File: src/rtl/al_cmd_pipe.sv
module al_cmd_pipe #(
  parameter int BL         = 4,
  parameter int TRCD       = 5,
  parameter int ODT_SETTLE = 8,
  parameter int AL_MAX     = 4,
  parameter int CL_MIN     = 3,
  parameter int CL_MAX     = 5
) (
  input  logic       clk,
  input  logic       rst_n,
  input  logic [1:0] cmd,
  input  logic       mr_load,
  input  logic       mr_ext,
  input  logic [7:0] mr_data,
  input  logic       odt_in,
  output logic       rd_issue,
  output logic       wr_issue,
  output logic       rd_window,
  output logic       wr_window,
  output logic       odt_en,
  output logic       mr_err,
  output logic       timing_err
);
  localparam int DEPTH = AL_MAX + CL_MAX + BL;
  localparam int AW    = $clog2(TRCD + 1);
  localparam int SW    = $clog2(ODT_SETTLE + 1);
  localparam logic [1:0] C_ACT = 2'b01, C_RD = 2'b10, C_WR = 2'b11;

  logic [2:0]       al_q, cl_q;
  logic             term_q;
  logic [DEPTH-1:0] rd_h, wr_h;
  logic [AW-1:0]    act_age;
  logic [SW-1:0]    settle;
  logic [4:0]       rl, wl;

  wire is_rw  = (cmd == C_RD) || (cmd == C_WR);
  wire al_ok  = int'(mr_data[5:3]) <= AL_MAX;
  wire cl_ok  = int'(mr_data[6:4]) >= CL_MIN && int'(mr_data[6:4]) <= CL_MAX;
  wire ext_ok = mr_load && mr_ext && al_ok;
  wire early  = is_rw && (int'(act_age) + int'(al_q) + 1 < TRCD);
  wire unused_bits = &{1'b0, mr_data[7], mr_data[1:0]};

  assign rl       = 5'(al_q) + 5'(cl_q);
  assign wl       = rl - 5'd1;
  assign rd_issue = rd_h[al_q];
  assign wr_issue = wr_h[al_q];
  assign odt_en   = odt_in && term_q && (settle == '0);

  always_comb begin
    rd_window = 1'b0;
    wr_window = 1'b0;
    for (int i = 0; i < DEPTH; i++) begin
      if (rd_h[i] && i >= int'(rl) && i < int'(rl) + BL) rd_window = 1'b1;
      if (wr_h[i] && i >= int'(wl) && i < int'(wl) + BL) wr_window = 1'b1;
    end
  end

  always_ff @(posedge clk or negedge rst_n) begin
    if (!rst_n) begin
      al_q       <= 3'd0;
      cl_q       <= 3'(CL_MIN);
      term_q     <= 1'b0;
      mr_err     <= 1'b0;
      settle     <= '0;
    end else begin
      mr_err <= mr_load && (mr_ext ? !al_ok : !cl_ok);
      if (ext_ok) begin
        al_q   <= mr_data[5:3];
        term_q <= mr_data[2];
      end
      if (mr_load && !mr_ext && cl_ok) cl_q <= mr_data[6:4];
      if (ext_ok && mr_data[2])  settle <= SW'(ODT_SETTLE);
      else if (settle != '0)     settle <= settle - 1'b1;
    end
  end

  always_ff @(posedge clk or negedge rst_n) begin
    if (!rst_n) begin
      rd_h       <= '0;
      wr_h       <= '0;
      act_age    <= AW'(TRCD);
      timing_err <= 1'b0;
    end else begin
      rd_h       <= {rd_h[DEPTH-2:0], cmd == C_RD};
      wr_h       <= {wr_h[DEPTH-2:0], cmd == C_WR};
      timing_err <= early;
      if (cmd == C_ACT)                act_age <= '0;
      else if (int'(act_age) < TRCD)   act_age <= act_age + 1'b1;
    end
  end
endmodule

File: config.mk
export PLATFORM = sky130hd
export DESIGN_NAME = al_cmd_pipe
export DESIGN_NICKNAME = d
export VERILOG_FILES = /design/src/rtl/al_cmd_pipe.sv
export SDC_FILE = /design/constraint.sdc
export NUM_CORES = 1
export LEC_CHECK = 0
export BUFFER_PORTS_ARGS = -buffer_cell sky130_fd_sc_hd__buf_2
export CAP_MARGIN = 20
export CORE_MARGIN = 5
export CORE_UTILIZATION = 60
export DETAILED_ROUTE_END_ITERATION = 8
export PLACE_DENSITY = 0.82
export REMOVE_ABC_BUFFERS = 1
export SYNTH_ARGS = -nofsm -noshare
export SYNTH_HDL_FRONTEND = slang
export SYNTH_SLANG_ARGS = --single-unit
File: constraint.sdc
create_clock -name clk -period 9.9 [get_ports clk]
set_input_delay 0.495 -clock clk [delete_from_list [all_inputs] [get_ports clk]]
set_output_delay 0.495 -clock clk [all_outputs]
set_load 0.01 [all_outputs]
==> reports/results.md, run 1 <==
| Metric | This run |
|:---|:---|
| Prevailing post-synth register cell | dfrtp_1 |
| Hold Fails Final Rpt | 0 |
| WHS | 0.315 ns |
| Clock network latency to the later pin of the worst-skew pair | 0.30 ns |
| Post-route worst setup slack | 4.28 ns |
| Average cell area after synthesis | 9.96 um^2 |
| Number of buffers added on ports | 18 |
| Total vias in the final route | 2219 |
| Distinct cell type count of the synthesized netlist | 57 |
| Postcts setup bufs | 0 |
| Post-route cell area | 0.00297 mm^2 |
| Area of the die | 0.00607 mm^2 |
| CTS tree | done |
| Max Clk Rate | 178 MHz |
| Pin count of the biggest net entering global routing | 43 |
| CP max stage cell | fa_1 |
| Post-synth top area share | 34.3% |
| Pins over their slew limit | 0 |
| Share of the yosys chip area belonging to registers | 38.1% |
| TNS Setup | 0 ns |
| Global-route wire length before repair | 9850 um |
| CTS max path bufs | 2 |
| Required time of the critical path | 9.41 ns |
| Leakage component of the power | 1.35 nW |
| Setup repair after global routing missed its margin | no |
| Die outline height | 77.9 um |
| Category of the worst setup path launch point | register |
| Gate Count Post-Synth | 278 |
| Most used cells in the layout excluding fill and tap cells | dfrtp_1 (38), ha_1 (27), nand2_1 (26) |
| Global-route total usage across every layer | 19.9% |
| Most common cell after layout, fill and taps aside | dfrtp_1 |
| Count of inserted antenna diode cells | 0 |
| Final routed DRC violation total | 0 |
| Number of synthesized flops with an enable pin | 0 |
| Outcome | finished clean |
| Cells after DPL | 342 |
| Warnings, synthesis | 0 |
| Post-route minimum period | 5.62 ns |
| Ports | 22 |
| Cell Count, Final, Fillers Out | 349 |
| Largest cells by area after synthesis | dfrtp_1 (34%), ha_1 (12%), a21oi_1 (4.0%) |
| VDD IR-drop max | 0.124 mV |
| Post-detailed-route wirelength per cell | 16.6 um |
| Highest cell delay on the worst timing path | 0.76 ns |
| Post-Route WL | 5790 um |
| Critical-path maximum fanout | 11 |
| Initial core utilization | 62.7% |
| Vias in the first global route | 2058 |
| Number of antenna violations at the first check in global routing | 0 |
| Post-route clock period utilization | 56.8% |
| Total number of placement rows | 24 |
| GPL Wtd Cong | 0.930 |
| Post-Route Skew | 0.00759 ns |
| Detail-routed via count per cell | 6.36 |
| Nets | 341 |
| Core area | 0.00441 mm^2 |
| Power per standard cell area | 259 mW/mm^2 |
| Die X-Extent | 77.9 um |
| Largest area contributor in the synthesized netlist | dfrtp_1 |
| Quantity of hold-fixing buffers added after cts | 0 |
| Actual slew at the worst max-slew pin | 0.899 ns |
| Setup crit end kind | primary output |
| Setup Crit Path Kind | reg -> out |
| Gr ovfl total | 0 |
| Series of cell instances along the critical path | ha_1, inv_1, fa_1, nand2b_1, a211oi_1, or2_2, inv_1, ha_1, nand3b_1, a2111oi_0, a2111oi_4, o311ai_1, a2111oi_2, nand4_1, buf_2 |
| Cell area after placement | 0.00289 mm^2 |
| Drt first pass iters | 5 |
| TritonCTS sink count | 42 |
| Final core utilization | 67.3% |
| Layout overhead on the synthesized area | 7.37% |
| Critical Path AT | 5.13 ns |
| Maximum level of the CTS H-tree | 2 |
| Async S/R FF share, synth | 100% |
| Total CTS buffers | 5 |
| Number of cells on the worst reg-to-reg path | 6 |
| Total chip power | 0.769 mW |
| # resized after CTS | 0 |
| Final HPWL from detailed placement | 4190 um |
| Share of final-layout standard cells stronger than drive strength 1 | 16.2% |
| Post-synthesis register bit count | 42 |
| DRC marker count from the first detailed-route iteration | 210 |
| Root Buffer | clkbuf_8 |
| Clock slew seen by the registers of the worst setup and hold paths | 0.08 ns |
| ANT nets after route | 0 |
| Final setup viols | 0 |
| Worst-case setup slack after placement | 4.59 ns |
| Number of maximum-capacitance constraint violations | 0 |
| Relative slew slack | 40.1% |
| Area of the mapped netlist | 0.00277 mm^2 |
| Type of the tightest min-delay check | in -> async |
## report_power, final
group          internal (mW)  switching (mW)
logic                  0.182           0.257
clock network         0.0474          0.0586
registers              0.200          0.0245
## registers in the layout (all words and copies together) (netlist names)
name,count
cl_q,3
rd_h,13
term_q,1
settle,4
al_q,3
mr_err,1
act_age,3
timing_err,1
wr_h,13
## Yosys cell counts (2+ instances only)
library cell  instances
a2111oi_0             2
nand2b_1              8
nand3_1               5
o21bai_1              2
o22ai_1               3
nand2_1              26
o211ai_1              6
dfstp_2               4
o21ai_0              20
o311ai_0              3
a21oi_1              22
nor2_1               15
a211oi_1              5
a221oi_1              2
ha_1                 27
a211o_1               2
a31oi_1               3
mux2_2                4
nand4_1               2
mux4_2                4
and3_1                2
a21o_1                2
clkbuf_1              5
nor3_1                3
inv_1                21
nor2b_1               6
dfrtp_1              38
a221oi_2              2
and2_1                4
fa_1                  2
a32oi_1               2
## area by class of cell
class	instances	area, um^2
flip-flops and latches	42	1060
inverters	22	82.6
clock buffers	5	68.8
clock inverters	2	10.0
repair buffers	18	90.1
fillers	329	1440
well taps	52	65.1
multi-input cells	208	1600
## metal layers
| metal | global-route usage, % | part of all wire, % | up-vias |
|---|---|---|---|
| met5 | 0 | 0 | - |
| met4 | 7.26 | 2.0 | 0 |
| met3 | 5.32 | 6.3 | 14 |
| met2 | 29.2 | 46 | 72 |
| met1 | 28.3 | 46 | 1063 |
| li1 | - | - | 1070 |
## path summary, 6_finish.rpt
check	startpoint	slack [ns]	endpoint
setup / recovery	al_q[0]	4.28	wr_window
max in group asynchronous	rst_n	9.02	rd_h[6]
hold reg to reg	rd_h[9]	0.37	rd_h[10]
setup reg to reg	al_q[0]	8.03	timing_err
min in group clk	cmd[0]	0.36	rd_h[0]
hold / removal	rst_n	0.32	wr_h[9]
## cells by family (layout without fill, tap and decap cells)
group | after synthesis | count (layout) | synth area share, %
AO/OA/AOI/OAI | 88 | 88 | 22.3
AND/OR/NAND/NOR | 78 | 78 | 14.1
flip-flops | 42 | 42 | 38.1
adder cells (fa/ha/maj) | 29 | 29 | 13.6
buffers and inverters | 28 | 47 | 4.07
multiplexers | 9 | 9 | 5.24
XOR/XNOR | 4 | 4 | 2.49
## critical path: cells and delay by family, from the launching register on
kind | cells | cell delay (ns)
buffers and inverters | 3 | 0.36
AOI/OAI and AO/OA | 5 | 1.80
DFF | 1 | 0.57
and+or+nand+nor | 4 | 0.72
adders and majority gates | 3 | 1.36
Note: power is estimated with default switching activity, not from simulation.
==> run 2: changes to the inputs <==
- CORE_UTILIZATION: 60 -> 54
- PLACE_DENSITY: 0.82 -> 0.78
- clock period: 9.9 -> 4.57 ns (I/O delays scaled with it)
==> run 2 against run 1 <==
Net effect:
- sequential share of layout area decreased by 1.6 points
- register-to-register slack got worse by 5.2 ns
- final area is 4.8% higher
- global-route usage decreased by 0.39 points
- clock skew down 0.0017 ns
- non-clock buffer count up 14
- final cell count up 9.5%
- sequential cell count is the same
- sequential power rose by 110%
- critical endpoint unchanged
- largest power group unchanged
==> reports/results.md, run 2 (synthesis results as in run 1) <==
| Metric | This run |
|:---|:---|
| Outcome | finished clean |
| Critical Path AT | 4.05 ns |
| Multi-input gate area | 0.00161 mm^2 |
| Number of antenna violations at the first check in global routing | 0 |
| Quantity of hold-fixing buffers added after cts | 0 |
| Series of cell instances along the critical path | ha_1, inv_1, fa_2, nand2b_1, a211oi_2, or2_2, inv_1, ha_1, and3_4, a2111oi_4, o311ai_1, a2111oi_2, nand4_1, buf_2 |
| Post-route cell area | 0.00312 mm^2 |
| TritonCTS sink count | 42 |
| Sequential cell area | 0.00106 mm^2 |
| Vias in the first global route | 2144 |
| Required time of the critical path | 4.34 ns |
| Post-route minimum period | 4.28 ns |
| Final HPWL from detailed placement | 4470 um |
| DRC marker count from the first detailed-route iteration | 204 |
| Cell area after placement | 0.00300 mm^2 |
| Type of the tightest min-delay check | in -> async |
| Number of maximum-capacitance constraint violations | 0 |
| Setup repair after global routing missed its margin | no |
| Total CTS buffers | 5 |
| Global-route total usage across every layer | 19.5% |
| CTS tree | done |
| Post-route clock period utilization | 93.6% |
| VDD IR-drop max | 0.276 mV |
| Ports | 22 |
| Post-detailed-route wirelength per cell | 15.5 um |
| Most common cell after layout, fill and taps aside | dfrtp_1 |
| Hold Fails Final Rpt | 0 |
| Clock slew seen by the registers of the worst setup and hold paths | 0.08 ns |
| Die X-Extent | 81.6 um |
| Gr ovfl total | 0 |
| Count of inserted antenna diode cells | 0 |
| Category of the worst setup path launch point | register |
| Pins over their slew limit | 0 |
| Maximum level of the CTS H-tree | 2 |
| Cell Count, Final, Fillers Out | 382 |
| Source of the critical timing path | cl_q[0] |
| Total vias in the final route | 2227 |
| Cells after DPL | 371 |
| Highest cell delay on the worst timing path | 0.63 ns |
| GPL Wtd Cong | 0.964 |
| Crit Reg-Reg Startpoint | al_q[0] |
| Core area | 0.00504 mm^2 |
| Most used cells in the layout excluding fill and tap cells | dfrtp_1 (38), ha_1 (27), nand2_1 (26) |
| Pin count of the biggest net entering global routing | 43 |
| Nets | 355 |
| Share of final-layout standard cells stronger than drive strength 1 | 20.5% |
| Number of buffers added on ports | 18 |
| Detail-routed via count per cell | 5.83 |
| Final core utilization | 61.8% |
| Clock network latency to the later pin of the worst-skew pair | 0.29 ns |
| Drt first pass iters | 5 |
| ANT nets after route | 0 |
| Max Clk Rate | 234 MHz |
| Setup crit end kind | primary output |
| CP max stage cell | fa_2 |
| Die outline height | 81.6 um |
| Post-Route WL | 5930 um |
| Setup Crit Path Kind | reg -> out |
| Initial core utilization | 54.9% |
| Post-Route Skew | 0.00585 ns |
| Leakage component of the power | 1.42 nW |
| Global-route wire length before repair | 10100 um |
| Layout overhead on the synthesized area | 12.6% |
| Root Buffer | clkbuf_8 |
| Top Registers | rd_h x13, wr_h x13, settle x4 |
| Final setup viols | 0 |
| Area of the die | 0.00666 mm^2 |
| Fill cells | 419 |
| Final routed DRC violation total | 0 |
| Actual slew at the worst max-slew pin | 0.906 ns |
| TNS Setup | 0 ns |
| Total number of placement rows | 26 |
| CTS max path bufs | 2 |
| Relative slew slack | 39.6% |
| Total chip power | 1.77 mW |
| Power per standard cell area | 567 mW/mm^2 |
| Critical-path maximum fanout | 8 |
==> run 2: changes by cell type in the layout (fill, tap and decap cells not counted), sizes merged <==
| cell | change |
|---|---|
| buf | +14 |
| clkbuf | +1 |
==> run 2: final timing paths <==
check	slack (ns)	depth (start not counted)	to
setup reg to reg	2.81	7	timing_err
setup / recovery	0.29	14	wr_window
max in group asynchronous	3.94	1	al_q[1]
min in group clk	0.11	2	rd_h[0]
hold reg to reg	0.37	0	rd_h[11]
hold / removal	0.07	1	wr_h[10]
==> run 2: metal layers <==
metal,GRT usage [%],vias to the layer above,wire [um]
met5,0,-,0
met4,4.49,0,32
met3,3.84,4,321
met2,30.9,63,2740
met1,27.7,1073,2830
li1,-,1087,-
==> run 2: through the flow <==
step                      hold slack [ns]  worst slack (ns)
after global routing                0.101            0.0276
after global placement              0.357             0.394
after CTS                           0.100            0.0287
final                              0.0651             0.292
after detailed placement            0.360             0.340
after floorplan                   -0.0671             0.520
==> run 2: what timing repair did <==
action | in CTS | in global routing
gates resized for setup | 0 | 4
endpoints found under the setup margin | 1 | 1
setup buffers | 3 | 0
pin swaps | 1 | 1
==> run 2: layout make-up <==
type	instances	area share (%)
timing repair buffer	32	6.26
tap	70	2.81
inverter	22	2.65
clock inverter	2	0.442
clock buffer	6	2.33
multi-input combinational	208	51.6
sequential	42	33.9
==> run 2: report_power, final <==
part,leakage [nW],internal (mW),total [mW],switching (mW)
clock network,0.0452,0.108,0.233,0.125
logic,0.853,0.458,1.05,0.596
registers,0.525,0.434,0.480,0.0457
==> run 2: worst max-delay path: cells and delay by family (launching register included) <==
kind	cells	cell delay, ns
buf+inv	3	0.29
simple gates	4	0.67
compound gates	4	1.19
fa+ha+maj	3	1.07
flops	1	0.55
